--- config.mk ---
export PLATFORM = sky130hd
export DESIGN_NAME = irq_entry_seq
export DESIGN_NICKNAME = d
export VERILOG_FILES = /design/src/rtl/irq_entry_pkg.sv /design/src/rtl/irq_seq_ctrl.sv /design/src/rtl/irq_seq_ctx.sv /design/src/rtl/irq_seq_bus.sv /design/src/rtl/irq_entry_seq.sv
export SDC_FILE = /design/constraint.sdc
export NUM_CORES = 1
export LEC_CHECK = 0
export ABC_CLOCK_PERIOD_IN_PS = 5100
export CAP_MARGIN = 10
export CORE_ASPECT_RATIO = 0.7
export CORE_MARGIN = 2
export CORE_UTILIZATION = 50
export DETAILED_ROUTE_END_ITERATION = 8
export GPL_TIMING_DRIVEN = 0
export PLACE_DENSITY = 0.95
export RECOVER_POWER = 25
export SLEW_MARGIN = 20
export SYNTH_ARGS = -nofsm -noshare
export SYNTH_HDL_FRONTEND = slang
export SYNTH_SLANG_ARGS = --single-unit
--- constraint.sdc ---
create_clock -name clk -period 5.1 [get_ports clk]
set_input_delay 1.02 -clock clk [delete_from_list [all_inputs] [get_ports clk]]
set_output_delay 1.02 -clock clk [all_outputs]
set_load 0.02 [all_outputs]
--- src/rtl/irq_entry_pkg.sv ---
package irq_entry_pkg;
  localparam int AW       = 20;
  localparam int DW       = 16;
  localparam int FW       = 12;
  localparam int NW       = 6;
  localparam int LW       = 3;
  localparam int STEPS    = 18;
  localparam int STW      = $clog2(STEPS);
  // flag bit positions
  localparam int FB_D     = 1;
  localparam int FB_I     = 6;
  localparam int FB_U     = 7;
  localparam int FB_LVL   = 8;
  // information word layout
  localparam int INF_LVL  = 8;
  // step schedule
  localparam logic [STW-1:0] ST_INFO  = STW'(0);
  localparam logic [STW-1:0] ST_QFST  = STW'(1);
  localparam logic [STW-1:0] ST_QLST  = STW'(3);
  localparam logic [STW-1:0] ST_FCLR  = STW'(4);
  localparam logic [STW-1:0] ST_PUSH1 = STW'(8);
  localparam logic [STW-1:0] ST_PUSH2 = STW'(10);
  localparam logic [STW-1:0] ST_LVL   = STW'(12);
  localparam logic [STW-1:0] ST_VLO   = STW'(13);
  localparam logic [STW-1:0] ST_VHI   = STW'(15);
  localparam logic [STW-1:0] ST_LAST  = STW'(STEPS - 1);
endpackage

--- src/rtl/irq_seq_ctrl.sv ---
module irq_seq_ctrl
  import irq_entry_pkg::*;
(
  input  logic           clk,
  input  logic           rst_n,
  input  logic           req_i,
  input  logic           insn_done_i,
  input  logic           str_susp_i,
  output logic           accept_o,
  output logic           run_o,
  output logic [STW-1:0] step_o
);
  logic           run_q, run_d;
  logic [STW-1:0] step_q, step_d;

  assign accept_o = !run_q && req_i && (insn_done_i || str_susp_i);

  always_comb begin
    run_d  = run_q;
    step_d = step_q;
    if (accept_o) begin
      run_d  = 1'b1;
      step_d = '0;
    end else if (run_q) begin
      if (step_q == ST_LAST) begin
        run_d  = 1'b0;
        step_d = '0;
      end else begin
        step_d = step_q + STW'(1);
      end
    end
  end

  always_ff @(posedge clk or negedge rst_n) begin
    if (!rst_n) begin
      run_q  <= 1'b0;
      step_q <= '0;
    end else begin
      run_q  <= run_d;
      step_q <= step_d;
    end
  end

  assign run_o  = run_q;
  assign step_o = step_q;
endmodule

--- src/rtl/irq_seq_ctx.sv ---
module irq_seq_ctx
  import irq_entry_pkg::*;
#(
  parameter logic [AW-1:0] VEC_BASE = 20'hFFD00
)(
  input  logic           clk,
  input  logic           rst_n,
  input  logic           accept_i,
  input  logic           run_i,
  input  logic [STW-1:0] step_i,
  input  logic           sw_int_i,
  input  logic [FW-1:0]  flg_i,
  input  logic [AW-1:0]  pc_i,
  input  logic [DW-1:0]  sp_i,
  input  logic [DW-1:0]  rdata_i,
  output logic [FW-1:0]  tmp_flg_o,
  output logic [AW-1:0]  pc_sv_o,
  output logic [DW-1:0]  sp_sv_o,
  output logic [FW-1:0]  flg_clr_o,
  output logic [FW-1:0]  flg_lvl_o,
  output logic [AW-1:0]  vec_addr_o,
  output logic [AW-1:0]  pc_new_o
);
  logic [FW-1:0] tmp_q;
  logic [AW-1:0] pc_q;
  logic [DW-1:0] sp_q;
  logic          sw_q;
  logic [NW-1:0] num_q;
  logic [LW-1:0] lvl_q;
  logic [DW-1:0] vlo_q;
  logic [DW-1:0] vhi_q;

  logic info_en, vlo_en, vhi_en;
  assign info_en = run_i && (step_i == ST_INFO);
  assign vlo_en  = run_i && (step_i == ST_VLO);
  assign vhi_en  = run_i && (step_i == ST_VHI);

  always_ff @(posedge clk or negedge rst_n) begin
    if (!rst_n) begin
      tmp_q <= '0;
      pc_q  <= '0;
      sp_q  <= '0;
      sw_q  <= 1'b0;
      num_q <= '0;
      lvl_q <= '0;
      vlo_q <= '0;
      vhi_q <= '0;
    end else begin
      if (accept_i) begin
        tmp_q <= flg_i;
        pc_q  <= pc_i;
        sp_q  <= sp_i;
        sw_q  <= sw_int_i;
      end
      if (info_en) begin
        num_q <= rdata_i[NW-1:0];
        lvl_q <= rdata_i[INF_LVL +: LW];
      end
      if (vlo_en) vlo_q <= rdata_i;
      if (vhi_en) vhi_q <= rdata_i;
    end
  end

  logic keep_u;
  assign keep_u = sw_q && num_q[NW-1];

  always_comb begin
    flg_clr_o        = tmp_q;
    flg_clr_o[FB_I]  = 1'b0;
    flg_clr_o[FB_D]  = 1'b0;
    if (!keep_u) flg_clr_o[FB_U] = 1'b0;
    flg_lvl_o                 = flg_clr_o;
    flg_lvl_o[FB_LVL +: LW]   = lvl_q;
  end

  assign tmp_flg_o  = tmp_q;
  assign pc_sv_o    = pc_q;
  assign sp_sv_o    = sp_q;
  assign vec_addr_o = VEC_BASE + {{(AW-NW-2){1'b0}}, num_q, 2'b00};
  assign pc_new_o   = {vhi_q[AW-DW-1:0], vlo_q};
endmodule

--- src/rtl/irq_seq_bus.sv ---
module irq_seq_bus
  import irq_entry_pkg::*;
#(
  parameter logic [AW-1:0] INFO_ADDR = '0
)(
  input  logic           run_i,
  input  logic [STW-1:0] step_i,
  input  logic           q_ready_i,
  input  logic [DW-1:0]  rdata_i,
  input  logic [FW-1:0]  tmp_flg_i,
  input  logic [AW-1:0]  pc_sv_i,
  input  logic [DW-1:0]  sp_sv_i,
  input  logic [FW-1:0]  flg_clr_i,
  input  logic [FW-1:0]  flg_lvl_i,
  input  logic [AW-1:0]  vec_addr_i,
  output logic [AW-1:0]  addr_o,
  output logic           rd_o,
  output logic           wr_o,
  output logic [DW-1:0]  wdata_o,
  output logic           ack_o,
  output logic [NW-1:0]  ack_num_o,
  output logic           flg_we_o,
  output logic [FW-1:0]  flg_o,
  output logic           sp_we_o
);
  always_comb begin
    addr_o    = '0;
    rd_o      = 1'b0;
    wr_o      = 1'b0;
    wdata_o   = '0;
    ack_o     = 1'b0;
    ack_num_o = '0;
    flg_we_o  = 1'b0;
    flg_o     = '0;
    sp_we_o   = 1'b0;
    if (run_i) begin
      if (step_i == ST_INFO) begin
        addr_o    = INFO_ADDR;
        rd_o      = 1'b1;
        ack_o     = 1'b1;
        ack_num_o = rdata_i[NW-1:0];
      end
      if (step_i >= ST_QFST && step_i <= ST_QLST && q_ready_i) begin
        addr_o = pc_sv_i;
        rd_o   = 1'b1;
      end
      if (step_i == ST_FCLR) begin
        flg_we_o = 1'b1;
        flg_o    = flg_clr_i;
      end
      if (step_i == ST_PUSH1) begin
        addr_o  = {{(AW-DW){1'b0}}, sp_sv_i - DW'(2)};
        wr_o    = 1'b1;
        wdata_o = {pc_sv_i[AW-1:DW], tmp_flg_i};
      end
      if (step_i == ST_PUSH2) begin
        addr_o  = {{(AW-DW){1'b0}}, sp_sv_i - DW'(4)};
        wr_o    = 1'b1;
        wdata_o = pc_sv_i[DW-1:0];
      end
      if (step_i == ST_LVL) begin
        flg_we_o = 1'b1;
        flg_o    = flg_lvl_i;
        sp_we_o  = 1'b1;
      end
      if (step_i == ST_VLO) begin
        addr_o = vec_addr_i;
        rd_o   = 1'b1;
      end
      if (step_i == ST_VHI) begin
        addr_o = vec_addr_i + AW'(2);
        rd_o   = 1'b1;
      end
    end
  end
endmodule

--- src/rtl/irq_entry_seq.sv ---
module irq_entry_seq
  import irq_entry_pkg::*;
#(
  parameter logic [AW-1:0] VEC_BASE  = 20'hFFD00,
  parameter logic [AW-1:0] INFO_ADDR = 20'h00000
)(
  input  logic          clk,
  input  logic          rst_n,
  input  logic          req_i,
  input  logic          insn_done_i,
  input  logic          str_susp_i,
  input  logic          sw_int_i,
  input  logic          q_ready_i,
  input  logic [FW-1:0] flg_i,
  input  logic [AW-1:0] pc_i,
  input  logic [DW-1:0] sp_i,
  output logic [AW-1:0] addr_o,
  output logic          rd_o,
  output logic          wr_o,
  output logic [DW-1:0] wdata_o,
  input  logic [DW-1:0] rdata_i,
  output logic          ack_o,
  output logic [NW-1:0] ack_num_o,
  output logic          busy_o,
  output logic          flg_we_o,
  output logic [FW-1:0] flg_o,
  output logic          sp_we_o,
  output logic [DW-1:0] sp_o,
  output logic          pc_we_o,
  output logic [AW-1:0] pc_o
);
  // reset asserted asynchronously, released on a clock edge
  logic [1:0] rst_sync_q;
  logic       rst_int_n;
  always_ff @(posedge clk or negedge rst_n) begin
    if (!rst_n) rst_sync_q <= 2'b00;
    else        rst_sync_q <= {rst_sync_q[0], 1'b1};
  end
  assign rst_int_n = rst_sync_q[1];

  logic           accept, run;
  logic [STW-1:0] step;
  logic [FW-1:0]  tmp_flg, flg_clr, flg_lvl;
  logic [AW-1:0]  pc_sv, vec_addr, pc_new;
  logic [DW-1:0]  sp_sv;

  irq_seq_ctrl u_ctrl (
    .clk(clk), .rst_n(rst_int_n), .req_i(req_i), .insn_done_i(insn_done_i),
    .str_susp_i(str_susp_i), .accept_o(accept), .run_o(run), .step_o(step)
  );

  irq_seq_ctx #(.VEC_BASE(VEC_BASE)) u_ctx (
    .clk(clk), .rst_n(rst_int_n), .accept_i(accept), .run_i(run), .step_i(step),
    .sw_int_i(sw_int_i), .flg_i(flg_i), .pc_i(pc_i), .sp_i(sp_i), .rdata_i(rdata_i),
    .tmp_flg_o(tmp_flg), .pc_sv_o(pc_sv), .sp_sv_o(sp_sv), .flg_clr_o(flg_clr),
    .flg_lvl_o(flg_lvl), .vec_addr_o(vec_addr), .pc_new_o(pc_new)
  );

  irq_seq_bus #(.INFO_ADDR(INFO_ADDR)) u_bus (
    .run_i(run), .step_i(step), .q_ready_i(q_ready_i), .rdata_i(rdata_i),
    .tmp_flg_i(tmp_flg), .pc_sv_i(pc_sv), .sp_sv_i(sp_sv), .flg_clr_i(flg_clr),
    .flg_lvl_i(flg_lvl), .vec_addr_i(vec_addr), .addr_o(addr_o), .rd_o(rd_o),
    .wr_o(wr_o), .wdata_o(wdata_o), .ack_o(ack_o), .ack_num_o(ack_num_o),
    .flg_we_o(flg_we_o), .flg_o(flg_o), .sp_we_o(sp_we_o)
  );

  assign busy_o  = run;
  assign sp_o    = sp_sv - DW'(4);
  assign pc_we_o = run && (step == ST_LAST);
  assign pc_o    = pc_new;
endmodule

==> results of run 1 <==
[critical path: stages (launching register included)]
cell             delay [ns]
dfrtp_1                0.35
buf_2                  0.22
clkbuf_1               0.38
and3_1                 0.22
ha_1                   0.21
o21bai_1               0.14
buf_2                  0.23
nor3_1                 0.06
a2111oi_0              0.68
clkdlybuf4s50_1        0.73
[worst paths after layout]
path / end / slack (ns)
worst max register to register: u_ctx.pc_sv_o[17]$_DFFE_PN0P_ / 1.11
min in group asynchronous: u_ctrl.step_o[1]$_DFFE_PN0P_ / 0.47
max in group asynchronous: u_ctx.pc_sv_o[17]$_DFFE_PN0P_ / 1.11
worst min-delay path: rst_sync_q[1]$_DFF_PN0_ / 0.35
worst min register to register: rst_sync_q[1]$_DFF_PN0_ / 0.35
worst max-delay path: addr_o[6] / 0.50
[cell type report]
type | count | area (sq um) | area share
buffer | 36 | 184 | 0.0264
multi-input combinational | 341 | 2490 | 0.358
sequential | 86 | 2150 | 0.309
inverter | 12 | 45.0 | 0.00647
clock buffer | 9 | 225 | 0.0324
timing repair buffer | 166 | 1660 | 0.238
tap | 128 | 160 | 0.0230
clock inverter | 7 | 47.5 | 0.00683
[report_power, final]
group / switching, mW / internal [mW]
Clock: 0.288 / 0.332
Combinational: 1.40 / 1.24
Sequential: 0.315 / 1.02
Total: 2.01 / 2.59
[metrics by stage]
stage / hold WS [ns] / std cells / power [mW] / utilization / setup slack, ns
after floorplan: 0.331 / 475 / 2.82 / - / 1.44
final: 0.355 / 785 / 4.60 / 0.727 / 0.496
after detailed placement: 0.268 / 769 / 3.95 / 0.701 / 0.676
after CTS: 0.275 / 785 / 4.58 / 0.730 / 0.541
after global routing: 0.367 / 785 / 4.83 / 0.727 / 0.265
after global placement: 0.338 / 768 / 3.86 / 0.698 / 0.739
[sequential cells by signal (all words and copies together), names as in the netlist, 2 cells and up]
signal and flops:
u_ctx.pc_sv_o 20, u_ctx.sp_sv_o 16, u_ctx.vlo_q 16, u_ctx.tmp_flg_o 12
u_ctx.num_q 6, u_ctrl.step_o 5, u_ctx.vhi_q 4, u_ctx.lvl_q 3
rst_sync_q 2
[layout by cell type, fill, tap and decap left out, types with 8 or more instances in the layout]
master             n
dfrtp_1           86
nand3_1           11
inv_1             12
clkbuf_1          18
clkbuf_16          9
xnor2_1           17
and3_1            15
nor2_1            23
mux2_2            74
buf_2             12
xor2_1             8
a21oi_1           34
clkdlybuf4s50_1  164
nand2_1           60
ha_1               8
o21ai_0           16
[routing by layer]
metal  up-vias  share of wire  global-route usage
li1       2036              -                   -
met1      2221           0.41               0.416
met2       258           0.46               0.479
met3        34           0.11               0.101
met4         0          0.018              0.0773
met5         -              0                   0
[logic make-up after synthesis]
kind of cell	share of synthesized area
AOI/OAI and AO/OA	0.110
DFF	0.442
and+or+nand+nor	0.156
other	0.00154
muxes	0.177
adders and majority gates	0.0206
xor gates and xnor gates	0.0450
buffers and inverters	0.0471
==> flow_summary.toml, run 1 <==
[grt]
overflow = 0
grt_max_degree = 60
grt_pass1_vias = 4449
grt_usage = 0.307
antenna_found_initial = 0
grt_pass1_wl_mm = 24.4

[placement]
place_congestion = 0.931
io_buffers = 165
place.detailed.hpwl_mm = 11.9
dpl-instance-area_sq_um = 6710

[critical_path]
cp.arrival_ns = 3.58
timing.rr.start = "rst_sync_q[1]$_DFF_PN0_"
reg2reg_depth = 1
crit_fanout = 10
crit_start = "u_ctrl.step_o[2]$_DFFE_PN0P_"
crit_type = "reg -> out"
crit_required_ns = 4.08
worst_setup_path_start_kind = "flip-flop"
cp-end-kind = "output port"

[floorplanning]
rows = 30
pin_count = 168
core_sq_um = 9570
die_area_sq_um = 10500
die_w_microns = 122
fp.dieH_microns = 86.5
start_util = 0.508

[logic_synthesis]
yosys.cell_types.count = 59
postSynthAreaPerCell_sq_um = 10.3
syn_area_sq_um = 4870
synth_area_leader_cell = "dfrtp_1"
yosysMostFrequentCell = "dfrtp_1"
synth-seq-area-share = 0.442
synth_common_cells = "86 x dfrtp_1, 74 x mux2_2, 60 x nand2_1"
synth_area_leaders = "dfrtp_1 44%, mux2_2 17%, nand2_1 4.6%, a21oi_1 3.5%, xnor2_1 3.1%"
syn_inst = 474
yosys_register_bits = 86
synth_top_area_frac = 0.442
synth_warnings = 0
synth-edff-count = 0
synth-main-ff-cell = "dfrtp_1"
async_flop_share = 1.00

[job]
cap_violations = 1

[sta]
setup_violations = 0
setup_tns_ns = 0
drv_slew = 60
rsz0062_at_grt = "no"
fin_crit_ns = 4.60
finalClockSkew_ns = 0.00604
hold_viol = 0
slew_headroom = -1.09
fmax_mhz = 217
tightest_slew_ns = 3.13
finalCritPeriodShare = 0.903

[power]
ir_drop_v = 0.000328
p_per_area_nw_per_um2 = 661
leakagePower_nw = 2.84

[layout]
area_growth_pct = 43.0
drive_above_1_share = 0.181
antenna_cells = 0
final_area_sq_um = 6960
fin_nets = 731
n_fill_cell = 700

[route]
routed_via_density = 5.79
ant_nets = 0
vias = 4549
dr.pass1.iters = 5
wl_per_cell_microns = 20.0
wirelength_mm = 15.7
dr.first_iter.drc_count = 384
drc_errors = 0

[cts]
cts-hold-fix-buffers = 0
h-tree-depth = 3
clock_latency_ns = 0.34
cts-root-buf = "clkbuf_16"
post_cts_resized = 0
clock-sinks = 86
cts_made_buffers = 9
cts_setup_buffers = 0
cts_tree = "yes"
clk_path_buf_depth = 2
path_clk_slew_ns = 0.06

[worst_hold_path]
worstHoldPathType = "reg -> reg"
hp-start = "rst_sync_q[0]$_DFF_PN0_"
holdPathStages = 0

[run_status]
failed_checks = "max-capacitance violations, max-slew violations"
outcome = "finished with violations"
(Power assumes the default switching activity.)
==> run 2, diff against run 1 <==
--- a/config.mk
+++ b/config.mk
@@ -5,14 +5,15 @@
 export SDC_FILE = /design/constraint.sdc
 export NUM_CORES = 1
 export LEC_CHECK = 0
-export ABC_CLOCK_PERIOD_IN_PS = 5100
-export CAP_MARGIN = 10
+export ABC_CLOCK_PERIOD_IN_PS = 4100
+export CELL_PAD_IN_SITES_DETAIL_PLACEMENT = 0
+export CELL_PAD_IN_SITES_GLOBAL_PLACEMENT = 1
 export CORE_ASPECT_RATIO = 0.7
 export CORE_MARGIN = 2
-export CORE_UTILIZATION = 50
+export CORE_UTILIZATION = 31
 export DETAILED_ROUTE_END_ITERATION = 8
 export GPL_TIMING_DRIVEN = 0
-export PLACE_DENSITY = 0.95
+export PLACE_DENSITY = 0.88
 export RECOVER_POWER = 25
 export SLEW_MARGIN = 20
 export SYNTH_ARGS = -nofsm -noshare
==> constraint.sdc (replaced) <==
create_clock -name clk -period 4.1 [get_ports clk]
set_input_delay 0.82 -clock clk [delete_from_list [all_inputs] [get_ports clk]]
set_output_delay 0.82 -clock clk [all_outputs]
set_load 0.02 [all_outputs]
==> flow_summary.toml, run 2 (synthesized netlist as in run 1, its figures left out) <==
[route]
wirelength_mm = 16.7
drc_errors = 0
wl_met1_mm = 8.06
dr.first_iter.drc_count = 319
wl_met3_mm = 1.17
top_layer = "met4"
dr.pass1.iters = 4
vias = 4377
wl_met2_mm = 7.23
ant_nets = 0
wl_per_cell_microns = 19.5
routed_via_density = 5.11

[placement]
dp.cells = 841
dpl-instance-area_sq_um = 6800
place_ws_ns = -0.0826
io_buffers = 165
place_congestion = 0.879
place.detailed.hpwl_mm = 12.8

[power]
p_per_area_nw_per_um2 = 821
leakagePower_nw = 2.94
combPwrFrac = 0.562
swShare = 0.426
internal-power_mw = 3.37
pwr-share-clk = 0.153
seq_power_share = 0.285
power_switching_mw = 2.50
ir_drop_v = 0.000332
p_total_mw = 5.86

[grt]
grt_usage = 0.202
overflow = 0
grt_max_degree = 57
grt_pass1_wl_mm = 25.6
antenna_found_initial = 0
grt_pass1_vias = 4515

[layout]
area_growth_pct = 46.7
drive_above_1_share = 0.194
mostFrequentLayoutCells = "159 x clkdlybuf4s50_1, 86 x dfrtp_1, 74 x mux2_2, 60 x nand2_1, 34 x a21oi_1"
final_area_sq_um = 7140
final_common_cell = "clkdlybuf4s50_1"
largest_reg_flops = 20
fin_util = 0.463
fin_nets = 731
antenna_cells = 0
fin_cells = 856

[cts]
clock_latency_ns = 0.35
path_clk_slew_ns = 0.06
cts_tree = "yes"
cts-root-buf = "clkbuf_16"
clk_path_buf_depth = 2
h-tree-depth = 3
clock-sinks = 86
cts-hold-fix-buffers = 0
cts_made_buffers = 9
cts_setup_buffers = 0

[sta]
setup_ws_ns = 0.152
setup_violations = 0
drv_slew = 0
setup_tns_ns = 0
slew_headroom = 0.0823
hold_viol = 0
rsz0062_at_grt = "no"
fmax_mhz = 253
finalClockSkew_ns = 0.00664
tightest_slew_ns = 1.38
finalCritPeriodShare = 0.963
fin_hold_ws_ns = 0.348
fin_crit_ns = 3.95

[floorplanning]
fp.dieH_microns = 109
rows = 38
pin_count = 168
die_area_sq_um = 16700
core_sq_um = 15400
start_util = 0.316
die_w_microns = 154

[critical_path]
cp-end-kind = "output port"
crit_type = "reg -> out"
worst_setup_path_start_kind = "flip-flop"
crit_fanout = 6
crit_required_ns = 3.28
cp.arrival_ns = 3.13

[job]
cap_violations = 0

[run_status]
outcome = "complete, no violations"

[worst_hold_path]
worstHoldPathType = "reg -> reg"
==> run 2: layout make-up <==
class / count / area [sq um]
clock buffer: 10 / 239
clock inverter: 5 / 81.3
buffer: 36 / 190
tap: 200 / 250
multi-input combinational: 341 / 2520
sequential: 86 / 2150
timing repair buffer: 166 / 1660
fill: 1470 / 8270
inverter: 12 / 45.0
==> run 2: power groups by stage <==
stage,Combinational (mW),Sequential (mW),Clock (mW)
after floorplan,1.84,1.67,0
after global placement,3.22,1.67,0
after detailed placement,3.27,1.68,0
after CTS,3.29,1.67,0.921
after global routing,3.52,1.73,0.956
final,3.29,1.67,0.899
==> run 2: worst max-delay path, cell delays in order, from the launching register on <==
cell and delay (ns):
dfrtp_1 0.45, inv_1 0.18, ha_1 0.22, nor3b_4 0.39, nand4_1 0.26, xor2_1 0.22, a211o_1 0.31, a21oi_2 0.12
clkdlybuf4s50_1 0.62
==> run 2: repair_timing <==
action / CTS / global route
gates resized for setup: 7 / 13
setup endpoints to repair: 6 / 28
hold endpoints to repair: 0 / 0
==> run 2: metal layers <==
| layer | vias up | GRT usage |
|---|---|---|
| met2 | 168 | 0.302 |
| met3 | 20 | 0.0541 |
| li1 | 2027 | - |
| met4 | 0 | 0.0623 |
| met5 | - | 0 |
| met1 | 2162 | 0.287 |
==> run 2: path summary, 6_finish.rpt <==
| path | from | cells past startpoint | end | slack [ns] |
|---|---|---|---|---|
| worst max-delay path | u_ctx.sp_sv_o[2]$_DFFE_PN0P_ | 8 | addr_o[15] | 0.15 |
| worst min-delay path | rst_sync_q[0]$_DFF_PN0_ | 0 | rst_sync_q[1]$_DFF_PN0_ | 0.35 |
| worst max register to register | rst_sync_q[1]$_DFF_PN0_ | 1 | u_ctx.pc_sv_o[15]$_DFFE_PN0P_ | 1.60 |
| worst min register to register | rst_sync_q[0]$_DFF_PN0_ | 0 | rst_sync_q[1]$_DFF_PN0_ | 0.35 |
| max in group asynchronous | rst_sync_q[1]$_DFF_PN0_ | 1 | u_ctx.pc_sv_o[15]$_DFFE_PN0P_ | 1.60 |
| min in group asynchronous | rst_sync_q[1]$_DFF_PN0_ | 0 | u_ctx.sp_sv_o[1]$_DFFE_PN0P_ | 0.52 |
